<file path="config.mk">
export PLATFORM = sky130hd
export DESIGN_NAME = pkt_buf_alloc
export DESIGN_NICKNAME = d
export VERILOG_FILES = /design/src/rtl/pba_pkg.sv /design/src/rtl/pba_free_list.sv /design/src/rtl/pba_use_counter.sv /design/src/rtl/pba_arbiter.sv /design/src/rtl/pkt_buf_alloc.sv
export SDC_FILE = /design/constraint.sdc
export NUM_CORES = 2
export LEC_CHECK = 0
export ABC_AREA = 1
export CORE_AREA = 4 4 495 497
export CTS_CLUSTER_SIZE = 25
export DETAILED_ROUTE_END_ITERATION = 7
export DIE_AREA = 0 0 499 501
export MAX_ROUTING_LAYER = met4
export PLACE_DENSITY = 0.48
export SLEW_MARGIN = 20
export SYNTH_ARGS = -nofsm -noshare
export SYNTH_HDL_FRONTEND = slang
export SYNTH_SLANG_ARGS = --single-unit
</file>
<file path="constraint.sdc">
create_clock -name clk -period 3.2 [get_ports clk]
set_input_delay 0.48 -clock clk [delete_from_list [all_inputs] [get_ports clk]]
set_output_delay 0.48 -clock clk [all_outputs]
set_load 0.02 [all_outputs]
</file>
<file path="src/rtl/pba_pkg.sv">
package pba_pkg;

    localparam int PBA_NUM_BUFS  = 250;
    localparam int PBA_NUM_PORTS = 3;
    localparam int PBA_IDX_W     = $clog2(PBA_NUM_BUFS);
    localparam int PBA_CNT_W     = $clog2(PBA_NUM_BUFS + 1);
    localparam int PBA_PORT_W    = $clog2(PBA_NUM_PORTS + 1);

    typedef enum logic {
        SHARE_POOLED = 1'b0,
        SHARE_QUOTA  = 1'b1
    } share_mode_e;

    function automatic int quota_of(input int nbufs, input int nports);
        return nbufs / nports;
    endfunction

endpackage

</file>
<file path="src/rtl/pba_free_list.sv">
module pba_free_list #(
    parameter int NUM_BUFS = 250,
    parameter int IDX_W    = 8,
    parameter int CNT_W    = 8
) (
    input  logic             clk,
    input  logic             rst,
    input  logic             pop,
    input  logic             push,
    input  logic [IDX_W-1:0] push_idx,
    output logic [IDX_W-1:0] head_idx,
    output logic             empty,
    output logic [CNT_W-1:0] level
);
    localparam logic [CNT_W-1:0] TOTAL = CNT_W'(NUM_BUFS);
    localparam logic [IDX_W-1:0] LAST  = IDX_W'(NUM_BUFS - 1);

    logic [CNT_W-1:0] fresh_ptr;
    logic [CNT_W-1:0] ring_cnt;
    logic [IDX_W-1:0] rd_ptr, wr_ptr;
    logic [IDX_W-1:0] ring [NUM_BUFS];
    logic             fresh_left;
    logic             ring_pop;

    assign fresh_left = (fresh_ptr < TOTAL);
    assign ring_pop   = pop && !fresh_left;
    assign head_idx   = fresh_left ? fresh_ptr[IDX_W-1:0] : ring[rd_ptr];
    assign empty      = !fresh_left && (ring_cnt == '0);
    assign level      = (TOTAL - fresh_ptr) + ring_cnt;

    always_ff @(posedge clk) begin
        if (push) ring[wr_ptr] <= push_idx;
    end

    always_ff @(posedge clk) begin
        if (rst) begin
            fresh_ptr <= '0;
            ring_cnt  <= '0;
            rd_ptr    <= '0;
            wr_ptr    <= '0;
        end else begin
            if (pop && fresh_left) fresh_ptr <= fresh_ptr + 1'b1;
            if (ring_pop) rd_ptr <= (rd_ptr == LAST) ? '0 : rd_ptr + 1'b1;
            if (push)     wr_ptr <= (wr_ptr == LAST) ? '0 : wr_ptr + 1'b1;
            case ({push, ring_pop})
                2'b10:   ring_cnt <= ring_cnt + 1'b1;
                2'b01:   ring_cnt <= ring_cnt - 1'b1;
                default: ring_cnt <= ring_cnt;
            endcase
        end
    end
endmodule

</file>
<file path="src/rtl/pba_use_counter.sv">
module pba_use_counter #(
    parameter int CNT_W = 8
) (
    input  logic             clk,
    input  logic             rst,
    input  logic             inc,
    input  logic             dec,
    output logic [CNT_W-1:0] count
);
    always_ff @(posedge clk) begin
        if (rst) begin
            count <= '0;
        end else begin
            case ({inc, dec})
                2'b10:   count <= count + 1'b1;
                2'b01:   count <= count - 1'b1;
                default: count <= count;
            endcase
        end
    end
endmodule

</file>
<file path="src/rtl/pba_arbiter.sv">
module pba_arbiter
    import pba_pkg::*;
#(
    parameter int NUM_PORTS = 3,
    parameter int CNT_W     = 8,
    parameter int QUOTA     = 83
) (
    input  logic [NUM_PORTS-1:0] req,
    input  logic [CNT_W-1:0]     used [NUM_PORTS],
    input  share_mode_e          mode,
    input  logic                 pool_empty,
    output logic [NUM_PORTS-1:0] grant,
    output logic [NUM_PORTS-1:0] deny,
    output logic                 any_grant
);
    localparam logic [CNT_W-1:0] LIMIT = CNT_W'(QUOTA);

    logic [NUM_PORTS-1:0] eligible;

    for (genvar p = 0; p < NUM_PORTS; p++) begin : g_elig
        assign eligible[p] = !pool_empty &&
                             ((mode == SHARE_POOLED) || (used[p] < LIMIT));
    end

    assign deny = req & ~eligible;

    always_comb begin
        logic taken;
        taken = 1'b0;
        grant = '0;
        for (int p = 0; p < NUM_PORTS; p++) begin
            if (req[p] && eligible[p] && !taken) begin
                grant[p] = 1'b1;
                taken    = 1'b1;
            end
        end
    end

    assign any_grant = |grant;
endmodule

</file>
<file path="src/rtl/pkt_buf_alloc.sv">
module pkt_buf_alloc
    import pba_pkg::*;
#(
    parameter int NUM_BUFS  = PBA_NUM_BUFS,
    parameter int NUM_PORTS = PBA_NUM_PORTS,
    parameter int IDX_W     = $clog2(NUM_BUFS),
    parameter int CNT_W     = $clog2(NUM_BUFS + 1),
    parameter int PORT_W    = $clog2(NUM_PORTS + 1)
) (
    input  logic                       clk,
    input  logic                       rst,
    input  logic                       quota_mode,
    input  logic [NUM_PORTS-1:0]       alloc_req,
    output logic [NUM_PORTS-1:0]       alloc_grant,
    output logic [NUM_PORTS-1:0]       alloc_deny,
    output logic [IDX_W-1:0]           alloc_idx,
    input  logic                       free_valid,
    input  logic [PORT_W-1:0]          free_port,
    input  logic [IDX_W-1:0]           free_idx,
    output logic [CNT_W-1:0]           free_level,
    output logic [NUM_PORTS*CNT_W-1:0] port_used
);
    localparam int QUOTA = quota_of(NUM_BUFS, NUM_PORTS);

    logic [CNT_W-1:0]     used [NUM_PORTS];
    logic [NUM_PORTS-1:0] ret_hit;
    logic                 ret_ok;
    logic                 pool_empty;
    logic                 any_grant;
    share_mode_e          mode;

    assign mode = share_mode_e'(quota_mode);

    for (genvar p = 0; p < NUM_PORTS; p++) begin : g_port
        assign ret_hit[p] = free_valid && (free_port == PORT_W'(p)) &&
                            (used[p] != '0);

        pba_use_counter #(.CNT_W(CNT_W)) u_cnt (
            .clk   (clk),
            .rst   (rst),
            .inc   (alloc_grant[p]),
            .dec   (ret_hit[p]),
            .count (used[p])
        );

        assign port_used[p*CNT_W +: CNT_W] = used[p];
    end

    assign ret_ok = |ret_hit;

    pba_arbiter #(
        .NUM_PORTS (NUM_PORTS),
        .CNT_W     (CNT_W),
        .QUOTA     (QUOTA)
    ) u_arb (
        .req        (alloc_req),
        .used       (used),
        .mode       (mode),
        .pool_empty (pool_empty),
        .grant      (alloc_grant),
        .deny       (alloc_deny),
        .any_grant  (any_grant)
    );

    pba_free_list #(
        .NUM_BUFS (NUM_BUFS),
        .IDX_W    (IDX_W),
        .CNT_W    (CNT_W)
    ) u_fl (
        .clk      (clk),
        .rst      (rst),
        .pop      (any_grant),
        .push     (ret_ok),
        .push_idx (free_idx),
        .head_idx (alloc_idx),
        .empty    (pool_empty),
        .level    (free_level)
    );
endmodule

</file>
=== After elaboration in Yosys (flattened, before gate mapping) ===
Memory sizes are Yosys's and may differ from the RTL's. A register that Yosys moved wholly into a read port is not among the register bits.
Cells that the tools add are included.

* Bitwise gates (word level): 3
* $add $sub $neg: 13
* Mux-type cells: 15
* Magnitude comparators: 4
* Reduce and logical (&&, ||, !) cells: 35
* Eq/ne operators: 12

{| class="wikitable"
|+ Operator list
! cell !! count
|-
| 8-bit one-hot mux with 2 select lines || 4
|-
| 8-bit by 1-bit adder with 8-bit output (second input constant) || 7
|-
| 8-bit 2-to-1 mux || 5
|-
| 8-bit by 1-bit subtractor with 8-bit output (second input constant) || 4
|-
| 8-bit by 7-bit less-than comparator with 1-bit output (second input constant) || 3
|-
| 8-bit nonzero test || 3
|-
| 1-bit logical AND || 17
|-
| 8-bit == test (second input constant) || 2
|-
| 2-bit by 1-bit == test with 1-bit output (second input constant) || 5
|-
| 2-bit == test (second input constant) || 5
|-
| 8-bit adder || 1
|-
| 8-bit logical NOT || 1
|-
| 8-bit less-than comparator (second input constant) || 1
|-
| 2-bit nonzero test || 4
|-
| 8-bit subtractor (first input constant) || 1
|-
| 1-bit 2-to-1 mux || 6
|-
| 3-bit OR reduction || 2
|-
| 1-bit logical NOT || 4
|-
| 3-bit bitwise AND || 1
|-
| 1-bit logical OR || 3
|-
| 3-bit NOT || 1
|-
| 2-bit logical NOT || 1
|-
| 1-bit NOT || 1
|}

* RAM bits: 2000
* Logic and storage cells: 90
* Bits of input ports: 17
* Memories: 1
* Output and inout port bits: 46
* Register bits: 56

{| class="wikitable"
|+ Memories
! memory !! words !! width !! read ports !! clocked after memory_dff !! write ports !! RTL line !! text
|-
| u_fl.ring || 250 || 8 || 1 || 1 || 1 || pba_free_list.sv:21 || <nowiki>logic [IDX_W-1:0] ring [NUM_BUFS];</nowiki>
|}

=== Depth between registers and ports, before layout ===
* Word-level depth: 17
* Mapped depth: 23
* Mapped depth without buffers: 22

=== Cells and area by module ===
A second synthesis with hierarchy kept.

* Cells, all modules: 7726
* Area total of the unflattened synthesis: 86425.4 um2

{| class="wikitable"
|+ Modules (own cells, without submodules)
! module !! area each (um2) !! instances !! sequential area each (um2) !! cells an instance
|-
| pba_free_list || 83888.0 || 1 || 60858.4 || 7283
|-
| pba_use_counter || 732.0 || 3 || 160.2 || 123
|-
| pba_arbiter || 210.2 || 1 || 0.0 || 44
|-
| pkt_buf_alloc || 131.4 || 1 || 0.0 || 30
|}

=== Worst setup path after synthesis ===
No wires, ideal clock.

* Kind: flip-flop to flip-flop
* Start: register u_fl.fresh_ptr[4]
* End: register u_fl.ring_cnt[6]
* Setup time: 0.115 ns
* Data required time: 3.085 ns
* Clock period less this slack: 3.293 ns
* Arrival time: 3.178 ns
* Path buffers: 1
* Path slack: -0.093 ns
* Stages on the path, launching flop included: 22
* Path through: dfxtp_1 -> nand2_1 -> nor4_4 -> nand3_2 -> nand3_1 -> nand3_4 -> nand2_2 -> inv_1 -> ha_1 -> buf_2 -> xor2_1 -> ha_1 -> nor2_1 -> nand3b_1 -> nand3_1 -> nand2_1 -> nand2_1 -> nand2_1 -> nand2_1 -> xnor2_1 -> o21ai_0 -> inv_1

* Word-level cells in the longest chain between the ends: 17
* Elaborated cells on any way between the ends: 24
* Those cells by class: order compare: 1; eq/ne: 2; mux: 5; reduce/logical: 16

{| class="wikitable"
|+ Ends and longest elaborated chain
! element !! RTL line !! text
|-
| start, declared || pba_free_list.sv:18 || <nowiki>logic [CNT_W-1:0] fresh_ptr;</nowiki>
|-
| start signal, assigned || pba_free_list.sv:42 || <nowiki>if (pop && fresh_left) fresh_ptr <= fresh_ptr + 1'b1;</nowiki>
|-
| 8-bit less-than comparator (*) || pba_free_list.sv:25 || <nowiki>assign fresh_left = (fresh_ptr < TOTAL);</nowiki>
|-
| 1-bit logical NOT (*) || pba_free_list.sv:26, pba_free_list.sv:28 ||
|-
| 1-bit logical AND || pba_free_list.sv:28 || <nowiki>assign empty = !fresh_left && (ring_cnt == '0);</nowiki>
|-
| 1-bit logical NOT || pba_arbiter.sv:21 || <nowiki>assign eligible[p] = !pool_empty &&</nowiki>
|-
| 1-bit logical AND || pba_arbiter.sv:21 ||
|-
| 1-bit logical AND || pba_arbiter.sv:32 || <nowiki>if (req[p] && eligible[p] && !taken) begin</nowiki>
|-
| 1-bit 2-to-1 mux || pba_arbiter.sv:32 ||
|-
| 1-bit logical NOT || pba_arbiter.sv:32 ||
|-
| 1-bit logical AND || pba_arbiter.sv:32 ||
|-
| 1-bit 2-to-1 mux || pba_arbiter.sv:32 ||
|-
| 1-bit logical NOT || pba_arbiter.sv:32 ||
|-
| 1-bit logical AND || pba_arbiter.sv:32 ||
|-
| 1-bit 2-to-1 mux || pba_arbiter.sv:32 ||
|-
| 3-bit OR reduction || pba_arbiter.sv:39 || <nowiki>assign any_grant = |grant;</nowiki>
|-
| 1-bit logical AND (*) || pba_free_list.sv:26 || <nowiki>assign ring_pop = pop && !fresh_left;</nowiki>
|-
| 2-bit by 1-bit == test with 1-bit output or 2-bit == test (tied branches) || pba_free_list.sv:45 || <nowiki>case ({push, ring_pop})</nowiki>
|-
| 8-bit one-hot mux with 2 select lines or 2-bit nonzero test (tied branches) || n/a ||
|-
| end signal, assigned || pba_free_list.sv:46 || <nowiki>2'b10: ring_cnt <= ring_cnt + 1'b1;</nowiki>
|-
| end signal, assigned || pba_free_list.sv:47 || <nowiki>2'b01: ring_cnt <= ring_cnt - 1'b1;</nowiki>
|-
| end signal, assigned || pba_free_list.sv:48 || <nowiki>default: ring_cnt <= ring_cnt;</nowiki>
|-
| end, declared || pba_free_list.sv:19 || <nowiki>logic [CNT_W-1:0] ring_cnt;</nowiki>
|}

Mark *: on every way between the ends. The rest lies on a longest branch, timed or not.
A chain may end at the register's enable or synchronous reset.

==> impl_metrics.py <==
metrics = {
    "grt": {
        "grt_overflow": 0,
        "grt_pass1_vias": 59670,
        "antenna_found_initial": 5,
        "grt_pass1_wl_mm": 407.8,
        "grt_start_max_net_pins": 89,
        "grt_usage": 0.2251,
    },
    "yosys": {
        "ys_seq_elements": 2064,
        "synth_top_area_cell": "edfxtp_1",
        "synth.distinct_cells": 36,
        "synth_cells": 7700,
        "netlist.area_leader.share": 0.6973,
        "yosysWarnings": 0,
        "yosys-top-cells-area": "edfxtp_1, nand3_1, nand2_1, inv_1, dfxtp_1",
        "syn_area_per_cell_um2": 11.19,
        "ys_seq_area_frac": 0.7122,
        "synth_nets": 7765,
        "synth_area_mm2": 0.08613,
    },
    "drt": {
        "routed_wl_mm": 278.1,
        "vias": 61020,
        "ant_nets": 0,
        "drc_errors": 0,
        "routedWlPerCell_um": 23.70,
        "vias_per_cell": 5.199,
        "drt_first_pass_iters": 5,
        "drt_iter0_drc": 5993,
    },
    "final_layout": {
        "final_area_mm2": 0.1092,
        "utilization": 0.4546,
        "finalNonFillerCells": 11740,
        "nets": 8435,
        "drive_gt1_frac": 0.1820,
        "area_delta_synth_final_pct": 26.84,
    },
    "die": {
        "ios": 63,
        "fp.dieW_um": 499,
        "dieArea_mm2": 0.2500,
        "coreArea_mm2": 0.2403,
        "rows": 180,
        "start_util": 0.3584,
        "fp.dieH_um": 501,
    },
    "setup_path": {
        "start_kind": "register",
        "critPathTopFamily": "buffers and inverters",
        "critical_path_buf_inv_count": 7,
        "cp_data_required_time_ns": 2.72,
        "worst-setup-path-type": "register to output pin",
        "critPathMaxStageDelay_ns": 0.39,
        "path_cells": "buf_12 > inv_16 > buf_16 > buf_12 > buf_12 > buf_16 > nand2_2 > nand3_1 > nand3_1 > nand3_2 > nand3_4 > nand2_1 > nand2_1 > nand3_2 > nand3_4 > nand2_4 > nand2_2 > nand2_2 > buf_6",
        "crit_fanout": 11,
        "end_kind": "output pin",
        "cpMaxStageDelayCell": "dfxtp_4",
        "crit_arrival_ns": 3.49,
    },
    "flow_run": {
        "cap_violations": 0,
    },
    "placed_design": {
        "io_buffers": 62,
        "dp_hpwl_mm": 173.7,
        "gp_congestion": 0.9103,
        "place_ws_ns": -1.029,
        "dpl.cell_count": 11260,
        "placed_cell_area_mm2": 0.09806,
    },
    "pwr": {
        "ir_drop_mv": 0.6072,
        "power_leakage_nw": 40.96,
        "power.density_mw_per_mm2": 517.4,
    },
    "clock_tree": {
        "cts.reportedPaths.clkPinSlew_ns": 0.06,
        "cts_root_buffer": "clkbuf_16",
        "cts.sinks": 2064,
        "cts_buffers": 216,
        "cts_tree": "yes",
        "clockBufferDepth": 3,
        "htreeDepth": 4,
        "clkLatencyLatePin_ns": 0.86,
    },
    "hold_path": {
        "worstHoldPathType": "input pin to register",
    },
    "timing": {
        "fin_worst_skew_ns": 0.05565,
        "slew_viol_final": 0,
        "finalCriticalPeriod_ns": 3.971,
        "layout_worst_path_cycle_share": 1.241,
        "hold_viol_final": 0,
        "fmax_ghz": 0.2518,
        "setup-tns-final_ns": -5.779,
        "max_slew_margin": 0.2618,
        "grt_setup_unrepaired": "true",
        "worst_pin_slew_ns": 1.106,
        "layout_setup_ws_ns": -0.7712,
        "finalSetupViolations": 9,
    },
    "run_status": {
        "violations": "setup timing",
        "status": "finished, violations left",
    },
}
-- cells by family (layout without fill, tap and decap cells) --
logic type	count (synthesis)	in the layout	share of synthesized area
buffers and inverters	843	1688	0.03851
XOR/XNOR	47	47	0.004779
AO/OA/AOI/OAI	184	184	0.01139
adder cells (fa/ha/maj)	48	48	0.007321
flip-flops	2064	2064	0.7122
other	0	6	0
AND/OR/NAND/NOR	4514	4514	0.2258
-- timing repair --
action / 4_1_cts / 5_1_grt
cloned: 36 / 0
endpoints found under the hold margin: 27 / 0
hold buffers: 2 / 0
setup buffers: 39 / 8
pin swaps: 127 / 31
endpoints found under the setup margin: 22 / 26
gates resized for setup: 581 / 72
-- sequential cells by signal, summed over array words and instances, names as in the netlist, named ones only --
register and cells:
u_fl.fresh_ptr 8, u_fl.wr_ptr 8, u_fl.ring_cnt 8, g_port.u_cnt.count 24, u_fl.rd_ptr 8, u_fl.ring 2000
-- cells in the mapped netlist --
master and instances:
nand4_1 13, clkbuf_1 288, nor2_1 279, a41o_1 1, a31oi_1 3, o21ai_0 91, ha_1 44, nor3_1 14
a21oi_1 67, nand3_1 1903, dfxtp_1 64, nand3_4 1, buf_1 61, nand2_2 1, nand3b_1 2, o22ai_1 1
o21ai_1 1, inv_1 366, a211oi_1 2, xnor2_1 16, and2_1 1, xor2_1 31, a21boi_0 3, clkinv_1 8
nor4_4 1, inv_2 4, fa_1 4, buf_2 113, buf_4 3, nand3_2 3, o211ai_1 15, and3_1 1
nand2_4 1, nor4_1 2, nand2_1 2292, edfxtp_1 2000
-- layer usage --
layer,wire [um],share of wire,track usage,vias up
met4,6907,0.025,0.05790,0
met5,0,0,-,-
met2,130100,0.47,0.3526,1987
li1,-,-,-,28220
met3,16750,0.060,0.02946,360
met1,124400,0.45,0.3115,30450
-- where the power goes --
group          total, W  internal, W  leakage [nW]  switching [W]
registers        0.0298       0.0297          18.5      0.0000621
clock network    0.0247       0.0141          3.34         0.0106
logic           0.00208     0.000719          19.1        0.00136
-- layout by cell type, fill, tap and decap left out, types with 63 or more instances in the layout --
cell | Yosys | final
nand2_1 | 2292 | 2242
edfxtp_1 | 2000 | 2000
nand3_1 | 1903 | 1648
buf_4 | 3 | 498
inv_1 | 366 | 355
nor2_1 | 279 | 274
buf_12 | 0 | 264
clkbuf_16 | 0 | 220
nand3_2 | 3 | 184
o21ai_0 | 91 | 79
nand3_4 | 1 | 75
a21oi_1 | 67 | 63
-- metrics by stage --
step	power [W]	hold WS (ns)
floorplan	0.03098	0.4706
global placement	0.03222	0.4823
detailed placement	0.03224	0.5037
CTS	0.05700	0.05819
global route	0.05836	0.1070
finish	0.05652	0.1039
-- worst paths after layout --
check	endpoint	slack (ns)	cells past startpoint	start
setup / recovery	alloc_idx[3]	-0.77	19	register
hold / removal	u_fl.ring[60][2]	0.10	1	free_idx[2]
setup reg to reg	g_port[2].u_cnt.count[7]	0.16	18	u_fl.fresh_ptr[3]
hold reg to reg	u_fl.wr_ptr[1]	0.52	2	u_fl.wr_ptr[1]
-- cell type report --
type / instances / area (um^2)
multi-input cells: 4793 / 23760
repair inverters: 1 / 20.02
clock inverters: 106 / 1086
well taps: 3185 / 3985
clock buffers: 287 / 5817
fillers: 21960 / 131100
inverters: 378 / 1461
repair buffers: 916 / 11720
flip-flops and latches: 2064 / 61380
diodes: 6 / 15.01
Power figures use the tool's default switching activity.
